`src/rtl/ecc_mon_pkg.sv`:
```
package ecc_mon_pkg;
  typedef enum logic [1:0] {
    ACT_NONE    = 2'd0,
    ACT_REFRESH = 2'd1,
    ACT_RETIRE  = 2'd2,
    ACT_BADHIT  = 2'd3
  } act_e;
endpackage

```
`src/rtl/ecc_mon_thr.sv`:
```
// Threshold register pair with an ordering guard on writes.
module ecc_mon_thr #(
  parameter int CNT_W   = 6,
  parameter int DEF_REF = 8,
  parameter int DEF_RET = 20
) (
  input  logic             clk,
  input  logic             rst_n,
  input  logic             cfg_we,
  input  logic [CNT_W-1:0] cfg_ref,
  input  logic [CNT_W-1:0] cfg_ret,
  output logic [CNT_W-1:0] thr_ref,
  output logic [CNT_W-1:0] thr_ret
);
  logic             accept;
  logic [CNT_W-1:0] ref_d, ret_d;

  always_comb begin
    accept = cfg_we && (cfg_ret > cfg_ref);
    ref_d  = thr_ref;
    ret_d  = thr_ret;
    if (accept) begin
      ref_d = cfg_ref;
      ret_d = cfg_ret;
    end
  end

  always_ff @(posedge clk or negedge rst_n) begin
    if (!rst_n) begin
      thr_ref <= CNT_W'(DEF_REF);
      thr_ret <= CNT_W'(DEF_RET);
    end else if (accept) begin
      thr_ref <= ref_d;
      thr_ret <= ret_d;
    end
  end
endmodule

```
`src/rtl/ecc_mon_class.sv`:
```
// Combinational classification of one read result.
module ecc_mon_class
  import ecc_mon_pkg::*;
#(
  parameter int CNT_W = 6
) (
  input  logic             valid,
  input  logic             blk_bad,
  input  logic             uncorr,
  input  logic [CNT_W-1:0] errs,
  input  logic [CNT_W-1:0] thr_ref,
  input  logic [CNT_W-1:0] thr_ret,
  output act_e             act
);
  always_comb begin
    act = ACT_NONE;
    if (valid) begin
      if (blk_bad)                        act = ACT_BADHIT;
      else if (uncorr || errs > thr_ret)  act = ACT_RETIRE;
      else if (errs >= thr_ref)           act = ACT_REFRESH;
    end
  end
endmodule

```
`src/rtl/ecc_mon_badmap.sv`:
```
// Sticky bad-block bitmap; bits clear only on reset.
module ecc_mon_badmap #(
  parameter int NUM_BLKS = 16,
  localparam int BLK_W   = $clog2(NUM_BLKS)
) (
  input  logic                clk,
  input  logic                rst_n,
  input  logic                set_en,
  input  logic [BLK_W-1:0]    set_idx,
  output logic [NUM_BLKS-1:0] map
);
  for (genvar g = 0; g < NUM_BLKS; g++) begin : g_bit
    logic hit;
    assign hit = set_en && (set_idx == BLK_W'(g));
    always_ff @(posedge clk or negedge rst_n) begin
      if (!rst_n)   map[g] <= 1'b0;
      else if (hit) map[g] <= 1'b1;
    end
  end
endmodule

```
`src/rtl/ecc_health_monitor.sv`:
```
module ecc_health_monitor
  import ecc_mon_pkg::*;
#(
  parameter int NUM_BLKS = 16,
  parameter int CNT_W    = 6,
  parameter int DEF_REF  = 8,
  parameter int DEF_RET  = 20,
  localparam int BLK_W   = $clog2(NUM_BLKS)
) (
  input  logic                clk,
  input  logic                rst_n,
  input  logic                cfg_we,
  input  logic [CNT_W-1:0]    cfg_refresh_thr,
  input  logic [CNT_W-1:0]    cfg_retire_thr,
  input  logic                rd_done,
  input  logic [BLK_W-1:0]    rd_blk,
  input  logic [CNT_W-1:0]    rd_errs,
  input  logic                rd_uncorr,
  output logic                refresh_req,
  output logic                retire_req,
  output logic                bad_hit,
  output logic [BLK_W-1:0]    req_blk,
  output logic [NUM_BLKS-1:0] bad_map
);
  logic [CNT_W-1:0] thr_ref, thr_ret;
  act_e             act;
  logic             mark;
  logic             ref_d, ret_d, hit_d;
  logic [BLK_W-1:0] blk_d;

  ecc_mon_thr #(.CNT_W(CNT_W), .DEF_REF(DEF_REF), .DEF_RET(DEF_RET)) thr_i (
    .clk(clk), .rst_n(rst_n), .cfg_we(cfg_we),
    .cfg_ref(cfg_refresh_thr), .cfg_ret(cfg_retire_thr),
    .thr_ref(thr_ref), .thr_ret(thr_ret)
  );

  ecc_mon_class #(.CNT_W(CNT_W)) class_i (
    .valid(rd_done), .blk_bad(bad_map[rd_blk]), .uncorr(rd_uncorr),
    .errs(rd_errs), .thr_ref(thr_ref), .thr_ret(thr_ret), .act(act)
  );

  assign mark = (act == ACT_RETIRE);

  ecc_mon_badmap #(.NUM_BLKS(NUM_BLKS)) map_i (
    .clk(clk), .rst_n(rst_n), .set_en(mark), .set_idx(rd_blk), .map(bad_map)
  );

  always_comb begin
    ref_d = (act == ACT_REFRESH);
    ret_d = (act == ACT_RETIRE);
    hit_d = (act == ACT_BADHIT);
    blk_d = req_blk;
    if (rd_done) blk_d = rd_blk;
  end

  always_ff @(posedge clk or negedge rst_n) begin
    if (!rst_n) begin
      refresh_req <= 1'b0;
      retire_req  <= 1'b0;
      bad_hit     <= 1'b0;
      req_blk     <= '0;
    end else begin
      refresh_req <= ref_d;
      retire_req  <= ret_d;
      bad_hit     <= hit_d;
      req_blk     <= blk_d;
    end
  end
endmodule

```
`config.mk`:
```
export PLATFORM = sky130hd
export DESIGN_NAME = ecc_health_monitor
export DESIGN_NICKNAME = d
export VERILOG_FILES = /design/src/rtl/ecc_mon_pkg.sv /design/src/rtl/ecc_mon_thr.sv /design/src/rtl/ecc_mon_class.sv /design/src/rtl/ecc_mon_badmap.sv /design/src/rtl/ecc_health_monitor.sv
export SDC_FILE = /design/constraint.sdc
export NUM_CORES = 1
export LEC_CHECK = 0
export ABC_AREA = 1
export ABC_CLOCK_PERIOD_IN_PS = 2860
export CORE_MARGIN = 1
export CORE_UTILIZATION = 45
export DETAILED_ROUTE_END_ITERATION = 8
export PLACE_DENSITY_LB_ADDON = 0.3
export RECOVER_POWER = 25
export SETUP_SLACK_MARGIN = 0.15
export SLEW_MARGIN = 15
export SYNTH_ARGS = -nofsm -noshare
export SYNTH_HDL_FRONTEND = slang
export SYNTH_SLANG_ARGS = --single-unit
```
`constraint.sdc`:
```
create_clock -name clk -period 2.86 [get_ports clk]
set_input_delay 0.286 -clock clk [delete_from_list [all_inputs] [get_ports clk]]
set_output_delay 0.286 -clock clk [all_outputs]
set_load 0.1 [all_outputs]
```
# [Word-level counts from Yosys, hierarchy flattened]
# Cells that the tools add are included.
[word_totals] output_inout_bits=23 wordCells=69 input_bits=27 regBits=35
[classes] eq_ne=18 reduce_logical=19 n_mux=6 order_cmp=4
[op_table] cell="$eq 4x4->1 const B" n=8
[op_table] cell="$logic_and 1x1->1" n=17
[op_table] cell="$eq 4x3->1 const B" n=4
[op_table] cell="$gt 6x6->1" n=2
[op_table] cell="$eq 4x2->1 const B" n=2
[op_table] cell="$ge 6x6->1" n=1
[op_table] cell="$mux 2" n=3
[op_table] cell="$lt 4x5->1 const B" n=1
[op_table] cell="$bmux 1 s4" n=1
[op_table] cell="$eq 2x2->1 const B" n=2
[op_table] cell="$eq 4x1->1 const B" n=1
[op_table] cell="$logic_not 4->1" n=1
[op_table] cell="$eq 2x1->1 const B" n=1
[op_table] cell="$mux 1" n=2
[op_table] cell="$logic_or 1x1->1" n=1

# [Depth between registers and ports, before layout]
# Gate-level depths: netlist (run 1).
[depth] depth_word=7 depth_mapped=12 mapped_depth_nobuf=11

# [Hierarchy]
# Synthesis (run 1) repeated with hierarchy kept, for this count alone.
[unflattened] hier_cells=291 hier_area_um2=2187.1
[modules_own_cells] module="ecc_mon_thr" area_per_inst_um2=669.4 seq_area_each_um2=304.0 instances=1 cells_per_inst=82
[modules_own_cells] module="ecc_mon_badmap" area_per_inst_um2=655.6 seq_area_each_um2=400.4 instances=1 cells_per_inst=75
[modules_own_cells] module="ecc_health_monitor" area_per_inst_um2=470.5 seq_area_each_um2=175.2 instances=1 cells_per_inst=72
[modules_own_cells] module="ecc_mon_class" area_per_inst_um2=391.6 seq_area_each_um2=0.0 instances=1 cells_per_inst=62

# [Least setup slack after synthesis (run 1)]
# No wires, ideal clock.
[synth_path] path_kind="register to register" startpoint="register map_i.map[14]" endpoint="register map_i.map[10]" path_slack_ps=994 path_stages_with_launch=13 t_arrival_ps=1740 required_ps=2734 setup_time_ps=126 path_buffers=1 synth_period_minus_slack_ps=1866 cell_sequence="dfrtp_1 -> inv_1 -> nand2_1 -> nand2_1 -> nand2_1 -> nand2_1 -> nand2_1 -> nand2_1 -> inv_1 -> nand2_2 -> nand3_4 -> buf_6 -> o21bai_2"
[synth_via] elab_chain_cells=6
[synth_rtl] element="start: declaration" line_no="ecc_mon_badmap.sv:10" source="output logic [NUM_BLKS-1:0] map"
[synth_rtl] element="start signal: indexed assignment" line_no="ecc_mon_badmap.sv:16" source="if (!rst_n) map[g] <= 1'b0;"
[synth_rtl] element="start signal: indexed assignment" line_no="ecc_mon_badmap.sv:17" source="else if (hit) map[g] <= 1'b1;"
[synth_rtl] element="$bmux 1 s4" line_no="ecc_health_monitor.sv:38" source=".valid(rd_done), .blk_bad(bad_map[rd_blk]), .uncorr(rd_uncorr),"
[synth_rtl] element="$mux 1 (not written as such)" line_no="ecc_health_monitor.sv:38"
[synth_rtl] element="$mux 2" line_no="ecc_mon_class.sv:18" source="if (blk_bad) act = ACT_BADHIT;"
[synth_rtl] element="$mux 2" line_no="ecc_mon_class.sv:17" source="if (valid) begin"
[synth_rtl] element="$eq 2x2->1" line_no="ecc_health_monitor.sv:42" source="assign mark = (act == ACT_RETIRE);"
[synth_rtl] element="$logic_and 1x1->1" line_no="ecc_mon_badmap.sv:14" source="assign hit = set_en && (set_idx == BLK_W'(g));"
# No other way between the ends. The select of a mux whose other input is x is not followed.
# A chain may end at the register's enable or synchronous reset.

# [Final worst setup path (run 1)]
[layout_path] startpoint="input port cfg_refresh_thr[5]" endpoint="register thr_i.thr_ret[4]"
[layout_via] elab_chain_cells=2
[layout_rtl] element="start: declaration" line_no="ecc_health_monitor.sv:13" source="input logic [CNT_W-1:0] cfg_refresh_thr,"
[layout_rtl] element="$gt 6x6->1" line_no="ecc_mon_thr.sv:19" source="accept = cfg_we && (cfg_ret > cfg_ref);"
[layout_rtl] element="$logic_and 1x1->1" line_no="ecc_mon_thr.sv:19"
[layout_rtl] element="end signal: assignment" line_no="ecc_mon_thr.sv:31" source="thr_ret <= CNT_W'(DEF_RET);"
[layout_rtl] element="end signal: assignment" line_no="ecc_mon_thr.sv:34" source="thr_ret <= ret_d;"
[layout_rtl] element="end: declaration" line_no="ecc_mon_thr.sv:13" source="output logic [CNT_W-1:0] thr_ret"
# No other way between the ends.

==> qor_table.md, run 1 <==
| Metric | Value | Unit |
|:---|:---|:---|
| Lkg Pwr | 1.42 | nW |
| Synth Warn # | 0 | - |
| DRC violations left | 0 | - |
| Count of TritonRoute iterations in the first routing pass | 4 | - |
| Area Overhead vs Synth | 26.4 | % |
| Number of pins exceeding their max-slew limit in the final report | 0 | - |
| Root buffer selected by CTS | clkbuf_8 | - |
| Maximum cell stage delay along the critical path | 0.45 | ns |
| Top Ports | 50 | - |
| Period utilisation layout | 73.0 | % |
| Finish-stage setup viols | 0 | - |
| R2R setup slack | 0.91 | ns |
| Fraction of final layout cells sized beyond drive strength 1 | 14.0 | % |
| Total negative slack for setup checks | 0 | ns |
| Number of gates resized after CTS | 0 | - |
| Synth top area cells | dfrtp_1 39%, nand2_1 15%, ha_1 11% | - |
| Total global routing overflow | 0 | - |
| Layout Skew | 0.00508 | ns |
| Routed length per instance | 12.0 | um |
| Library cell with the largest summed area after synthesis | dfrtp_1 | - |
| Area after DPL | 2550 | um2 |
| Proportion of netlist area held by the largest area contributor | 38.6 | % |
| Cell area after technology mapping | 2070 | um2 |
| ANT cells | 0 | - |
| Hold Fails Final Rpt | 0 | - |
| Die X | 69.9 | um |
| Synthesized instance count | 260 | - |
| Worst setup EP type | flop | - |
| Upper clock frequency limit | 479 | MHz |
| Portion of the post-synthesis area used by sequential elements | 42.4 | % |
| Wire length of the first global-routing pass | 7.49 | mm |
| Worst-case headroom to the max-slew limit | 22.2 | % |
| Synthesized net count | 305 | - |
| Power density over cell area | 861 | nW/um2 |
| Type of the worst min-delay path | reg -> reg | - |
| Dpl hpwl | 3.40 | mm |
| Final Critical Period | 2.09 | ns |
| Worst-path cell chain | clkdlybuf4s50_1 -> inv_1 -> ha_1 -> nand2_1 -> inv_1 -> nand3_1 -> o21ai_0 -> nand2_1 -> nor2_1 -> a21oi_1 | - |
| Number of CTS-inserted buffers | 5 | - |
| Crit start category | input pin | - |
| Port Buffer Count | 49 | - |
| All-layer global routing usage | 19.6 | % |
| Number of nets at the end of the flow | 358 | - |
| Worst Max-Slew Pin Slew | 1.17 | ns |
| Effective utilization at floorplan | 47.3 | % |
| CTS clk-pin slew, worst paths | 0.07 | ns |
| Clock sink total | 35 | - |
| Post CTS Setup Buffer Count | 0 | - |
| CTS Buffer Depth | 2 | - |
| Site row count | 24 | - |
| Detail Route Antenna Nets | 0 | - |
| Via count of the first global-routing pass | 1677 | - |
| Die height | 69.9 | um |
| Slowest stage cell on the critical path | clkdlybuf4s50_1 | - |
| Cell family with the largest share of critical-path delay | simple AND/OR/NAND/NOR gates | - |
| Routed via count | 1743 | - |
| Worst IR drop on VDD | 0.373 | mV |
| Hold buffer count at cts | 0 | - |
| Register bit total from synthesis | 35 | - |
| Critical path type | in -> reg | - |
| Run status | complete, no violations | - |
| Maximum net fanout on the critical path | 23 | - |
| Mapped Avg Cell Area | 7.97 | um2 |
| Worst path required time | 3.06 | ns |
| Setup repair after global routing missed its margin | no | - |
| Core area | 4380 | um2 |
| Maximum number of pins on one net before global-route repair | 24 | - |
| Avg Vias per Cell | 4.76 | - |
| Number of unique standard cell types used by synthesis | 21 | - |
| Final wirelength | 4.38 | mm |
| Die Footprint | 4880 | um2 |
| Maximum capacitance violations | 0 | - |
| GP Congestion | 0.839 | - |
| Number of design-rule violations left by the first detailed-router iteration | 79 | - |
| Finished layout cell area | 2620 | um2 |
| Number of H-tree branching levels | 2 | - |
| CTS tree | yes | - |
| Data arrival time of the worst path | 2.28 | ns |
| Sum of buffers and inverters on the critical path | 3 | - |
| Initial antenna violation count | 0 | - |
| Clk Latency, worst-skew pair | 0.29 | ns |
## cell type report
| cell class | count | area [um2] |
|---|---|---|
| inverters | 53 | 199 |
| multi-input cells | 167 | 956 |
| repair buffers | 51 | 433 |
| clock inverters | 3 | 20.0 |
| fillers | 422 | 1760 |
| clock buffers | 5 | 68.8 |
| flip-flops and latches | 35 | 880 |
| well taps | 52 | 65.1 |
## logic make-up after synthesis
family / Yosys count / synth area share, %
AND/OR/NAND/NOR: 104 / 20.1
AO/OA/AOI/OAI: 45 / 15.1
buffers and inverters: 58 / 11.5
adder cells (fa/ha/maj): 18 / 10.9
flip-flops: 35 / 42.4
## registers in the layout (all words and copies together) (netlist names)
signal / cells
thr_i.thr_ref: 6
bad_hit: 1
refresh_req: 1
retire_req: 1
req_blk: 4
map_i.map: 16
thr_i.thr_ret: 6
## cell usage after synthesis
cell	count
nand2_1	81
inv_1	52
dfrtp_1	32
ha_1	18
nor2_1	15
o21ai_0	14
a21oi_1	12
o21bai_1	8
o21bai_2	8
nand3_1	4
dfstp_2	3
buf_6	2
nand4_1	2
o21a_1	2
buf_2	1
buf_4	1
clkbuf_1	1
inv_2	1
nand2_2	1
nand3_4	1
o21bai_4	1
## placed cells by master (no fill, tap or decap), drive strengths merged, types with 2 or more instances in the layout
master	count
a21oi	12
o21bai	17
dfstp	3
dlygate4sd3	3
o21a	2
nor2	15
clkdlybuf4s50	23
nand2	82
nand3	5
buf	21
ha	18
dfrtp	32
clkinvlp	2
inv	53
clkbuf	9
nand4	2
o21ai	14
## layer usage
| metal | up-vias | wire, um | global-route usage [%] | share of wire, % |
|---|---|---|---|---|
| met4 | 0 | 59 | 6.22 | 1.3 |
| met1 | 796 | 2130 | 26.3 | 49 |
| li1 | 905 | - | - | - |
| met5 | - | 0 | 0 | 0 |
| met3 | 5 | 177 | 4.91 | 4.0 |
| met2 | 37 | 2010 | 31.2 | 46 |
## worst reg2reg max path: cells and delay by family, from the launching register on
family          cells  cell delay (ns)
simple gates        6             0.69
flops               1             0.52
compound gates      2             0.35
fa+ha+maj           1             0.27
buf+inv             1             0.05
## stage by stage
stage	instances	setup slack, ns	hold WS [ns]	power, W	util, %
floorplan	260	0.994	-0.00959	0.00164	-
global placement	358	0.516	0.469	0.00190	58.1
detailed placement	358	0.450	0.478	0.00192	58.1
CTS	366	0.750	0.484	0.00228	60.1
global route	366	0.524	0.515	0.00238	59.8
finish	366	0.772	0.485	0.00226	59.8
## power breakdown
| group | internal (W) | switching, W | leakage (nW) |
|---|---|---|---|
| Combinational | 0.000304 | 0.000889 | 0.954 |
| Sequential | 0.000625 | 0.0000841 | 0.424 |
| Clock | 0.000169 | 0.000185 | 0.0402 |
| Total | 0.00110 | 0.00116 | 1.42 |
## worst paths after layout
kind	from	to	cells past startpoint
worst min-delay path	req_blk[2]	req_blk[2]	2
min in group asynchronous	rst_n	map_i.map[4]	1
max in group asynchronous	rst_n	req_blk[3]	2
worst max register to register	thr_i.thr_ret[4]	map_i.map[4]	10
worst max-delay path	cfg_refresh_thr[5]	thr_i.thr_ret[4]	10
worst min register to register	req_blk[2]	req_blk[2]	2
No activity file was read; power rests on OpenSTA's default activity.
==> inputs of run 2 (changes only) <==
--- a/config.mk
+++ b/config.mk
@@ -6,7 +6,7 @@
 export NUM_CORES = 1
 export LEC_CHECK = 0
 export ABC_AREA = 1
-export ABC_CLOCK_PERIOD_IN_PS = 2860
+export ABC_CLOCK_PERIOD_IN_PS = 2000
 export CORE_MARGIN = 1
 export CORE_UTILIZATION = 45
 export DETAILED_ROUTE_END_ITERATION = 8
==> constraint.sdc (replaced) <==
create_clock -name clk -period 2 [get_ports clk]
set_input_delay 0.2 -clock clk [delete_from_list [all_inputs] [get_ports clk]]
set_output_delay 0.2 -clock clk [all_outputs]
set_load 0.1 [all_outputs]
==> run 2 against run 1 <==
Net effect: core utilization increased by 5.4 points; largest power group unchanged; routed wire length decreased by 0.11%; clock power increased by 41%; final cell count increased by 3.0%; worst setup slack got worse by 0.57 ns; first-iteration DRC count increased by 76%; global-route usage decreased by 1.0 points; die area unchanged.
==> qor_table.md, run 2 (same netlist as run 1, synthesis figures left out) <==
| Metric | Value | Unit | Delta |
|:---|:---|:---|:---|
| Run status | complete, no violations | - | unchanged |
| Effective utilization at floorplan | 47.3 | % | unchanged |
| Switching power share of the total | 49.8 | % | was 51.3% |
| Worst path required time | 2.21 | ns | was 3.06 ns |
| Dpl hpwl | 3.25 | mm | was 3.40 mm |
| Top Ports | 50 | - | unchanged |
| All-layer global routing usage | 18.6 | % | was 19.6% |
| Pre-CTS setup slack | -0.0627 | ns | was 0.450 ns |
| Data arrival time of the worst path | 2.01 | ns | was 2.28 ns |
| DRC violations left | 0 | - | unchanged |
| Final Critical Period | 1.80 | ns |  |
| Root buffer selected by CTS | clkbuf_8 | - | unchanged |
| CTS Buffer Depth | 2 | - | unchanged |
| Portion of total power attributed to combinational logic | 54.6 | % | was 52.9% |
| Area Overhead vs Synth | 37.8 | % | was 26.4% |
| Finish-stage setup viols | 0 | - | unchanged |
| Number of nets at the end of the flow | 369 | - | was 358 |
| Initial antenna violation count | 0 | - | unchanged |
| Biggest registers after layout | map_i.map: 16 flops, thr_i.thr_ref: 6 flops, thr_i.thr_ret: 6 flops | - | unchanged |
| GP Congestion | 0.862 | - | was 0.839 |
| Total negative slack for setup checks | 0 | ns | unchanged |
| Maximum number of pins on one net before global-route repair | 36 | - | was 24 |
| Reported net switching power | 0.00168 | W | was 0.00116 W |
| Period utilisation layout | 90.0 | % |  |
| Fraction of final layout cells sized beyond drive strength 1 | 24.6 | % | was 14.0% |
| Routed via count | 1807 | - | was 1743 |
| Final wirelength | 4.37 | mm | was 4.38 mm |
| CTS tree | yes | - | unchanged |
| Commonest non-fill, non-tap cells in the layout | 78 x nand2_1, 50 x inv_1, 31 x buf_4 | - | was 81 x nand2_1, 52 x inv_1, 32 x dfrtp_1 |
| Detail Route Antenna Nets | 0 | - | unchanged |
| Wire length of the first global-routing pass | 7.24 | mm | was 7.49 mm |
| Count of TritonRoute iterations in the first routing pass | 4 | - | unchanged |
| Worst Max-Slew Pin Slew | 0.857 | ns | was 1.17 ns |
| Crit start category | flop | - | was input pin |
| Cell family with the largest share of critical-path delay | flip-flops | - | was simple AND/OR/NAND/NOR gates |
| Number of CTS-inserted buffers | 5 | - | unchanged |
| Fin Hold WS | 0.462 | ns | was 0.485 ns |
| ANT cells | 0 | - | unchanged |
| Sequential fraction of design power | 30.6 | % | was 31.4% |
| Critical path type | reg -> reg | - | was in -> reg |
| Total global routing overflow | 0 | - | unchanged |
| Sum of buffers and inverters on the critical path | 2 | - | was 3 |
| Setup ws final | 0.200 | ns | was 0.772 ns |
| Register containing the most flip-flops in the final layout | map_i.map | - | unchanged |
| Number of H-tree branching levels | 2 | - | unchanged |
| CTS clk-pin slew, worst paths | 0.07 | ns | about the same |
| Core area | 4380 | um2 | unchanged |
| Number of pins exceeding their max-slew limit in the final report | 0 | - | unchanged |
| Layout Skew | 0.00247 | ns | was 0.00508 ns |
| Slowest stage cell on the critical path | dfstp_2 | - | was clkdlybuf4s50_1 |
| Maximum capacitance violations | 0 | - | unchanged |
| Power density over cell area | 1180 | nW/um2 | was 861 nW/um2 |
| Clk Latency, worst-skew pair | 0.29 | ns | about the same |
| Worst IR drop on VDD | 0.649 | mV | was 0.373 mV |
| Worst setup EP type | flop | - | unchanged |
| Via count of the first global-routing pass | 1682 | - | was 1677 |
| CP most frequent cell | nand2_2 | - |  |
| Setup repair after global routing missed its margin | yes | - | was no |
| Maximum net fanout on the critical path | 8 | - | was 23 |
| Clock sink total | 35 | - | unchanged |
| Max FFs per register | 16 | - | unchanged |
| Portion of total power attributed to the clock network | 14.8 | % | was 15.7% |
| Site row count | 24 | - | unchanged |
| Port Buffer Count | 49 | - | unchanged |
| Number of fill cells | 405 | - | was 422 |
| Cell Int Power | 0.00169 | W | was 0.00110 W |
| Upper clock frequency limit | 556 | MHz |  |
| Most frequent standard cell in the layout excluding fill and tap cells | nand2_1 | - | unchanged |
| Type of the worst min-delay path | in -> reg | - | was reg -> reg |
| Hold Fails Final Rpt | 0 | - | unchanged |
| Worst-path cell chain | inv_2 -> ha_4 -> nand2_2 -> nor2_4 -> o21ai_1 -> nand3_1 -> nand2_1 -> nand2_2 -> nand3_4 -> clkbuf_16 -> o21bai_1 | - | was clkdlybuf4s50_1 -> inv_1 -> ha_1 -> nand2_1 -> inv_1 -> nand3_1 -> o21ai_0 -> nand2_1 -> nor2_1 -> a21oi_1 |
| Avg Vias per Cell | 4.79 | - | was 4.76 |
| Number of design-rule violations left by the first detailed-router iteration | 139 | - | was 79 |
| Utilization after layout | 65.2 | % | was 59.8% |
| Routed length per instance | 11.6 | um | was 12.0 um |
| Die height | 69.9 | um | unchanged |
| Worst-case headroom to the max-slew limit | 42.9 | % | was 22.2% |
| Lkg Pwr | 1.50 | nW | was 1.42 nW |
| Die X | 69.9 | um | unchanged |
| Maximum cell stage delay along the critical path | 0.53 | ns | was 0.45 ns |
| Die Footprint | 4880 | um2 | unchanged |
run 2: changes by cell type in the layout (fill, tap and decap cells not counted), moves of 3 or more:
cell,delta
buf_4,+10
nand2_1,-3
o21bai_4,+3
dfrtp_1,-14
o21bai_2,-3
clkbuf_1,-3
dfrtp_2,+14
run 2: path summary, 6_finish.rpt:
kind                                    start          endpoint  slack [ns]  cells past startpoint
max in group asynchronous               rst_n      map_i.map[8]        0.86                      2
setup / recovery             thr_i.thr_ret[2]      map_i.map[6]        0.20                     11
setup reg to reg             thr_i.thr_ret[2]      map_i.map[6]        0.20                     11
min in group asynchronous               rst_n        req_blk[2]        0.55                      2
hold / removal             cfg_refresh_thr[3]  thr_i.thr_ref[3]        0.46                      3
hold reg to reg              thr_i.thr_ref[3]  thr_i.thr_ref[3]        0.49                      2
run 2: power by group through the flow:
| stage | logic [W] | registers (W) | clock network, W |
|---|---|---|---|
| 6_report | 0.00184 | 0.00103 | 0.000498 |
| 5_1_grt | 0.00195 | 0.00105 | 0.000541 |
| 4_1_cts | 0.00175 | 0.00103 | 0.000514 |
| 3_5_place_dp | 0.00173 | 0.00104 | 0 |
| 3_3_place_gp | 0.00171 | 0.00103 | 0 |
| 2_1_floorplan | 0.000457 | 0.00191 | 0 |
run 2: per-stage QoR:
step           total power, W  instance area, um2  std cells
3_3_place_gp          0.00275                2620        364
2_1_floorplan         0.00237                2090        260
5_1_grt               0.00355                2860        377
4_1_cts               0.00329                2730        373
3_5_place_dp          0.00278                2620        364
6_report              0.00337                2860        377
run 2: worst min-delay path, delay by kind of cell:
| family | cells | cell delay [ns] |
|---|---|---|
| buffers and inverters | 2 | 0.46 |
| AO/OA/AOI/OAI | 1 | 0.08 |
run 2: routing by layer:
metal | share of wire [%] | track usage, % | vias up | wire, um
met4 | 2.5 | 8.89 | 0 | 108
met2 | 50 | 32.3 | 54 | 2190
li1 | - | - | 930 | -
met3 | 5.1 | 3.32 | 10 | 223
met1 | 42 | 22.1 | 813 | 1850
met5 | 0 | 0 | - | 0
run 2: layout make-up:
type,count,area (um2),area share (%)
Timing Repair Buffer,62,588,20.6
Multi-Input combinational cell,167,1020,35.8
Clock inverter,2,12.5,0.438
Clock buffer,6,72.6,2.54
Tap cell,52,65.1,2.28
Inverter,53,199,6.96
Sequential cell,35,897,31.4
run 2: what timing repair did:
action	in CTS	in global routing
setup buffers	1	2
pin swaps	1	12
hold buffers	0	0
setup endpoints to repair	16	20
gates cloned	0	2
resized for setup	0	15
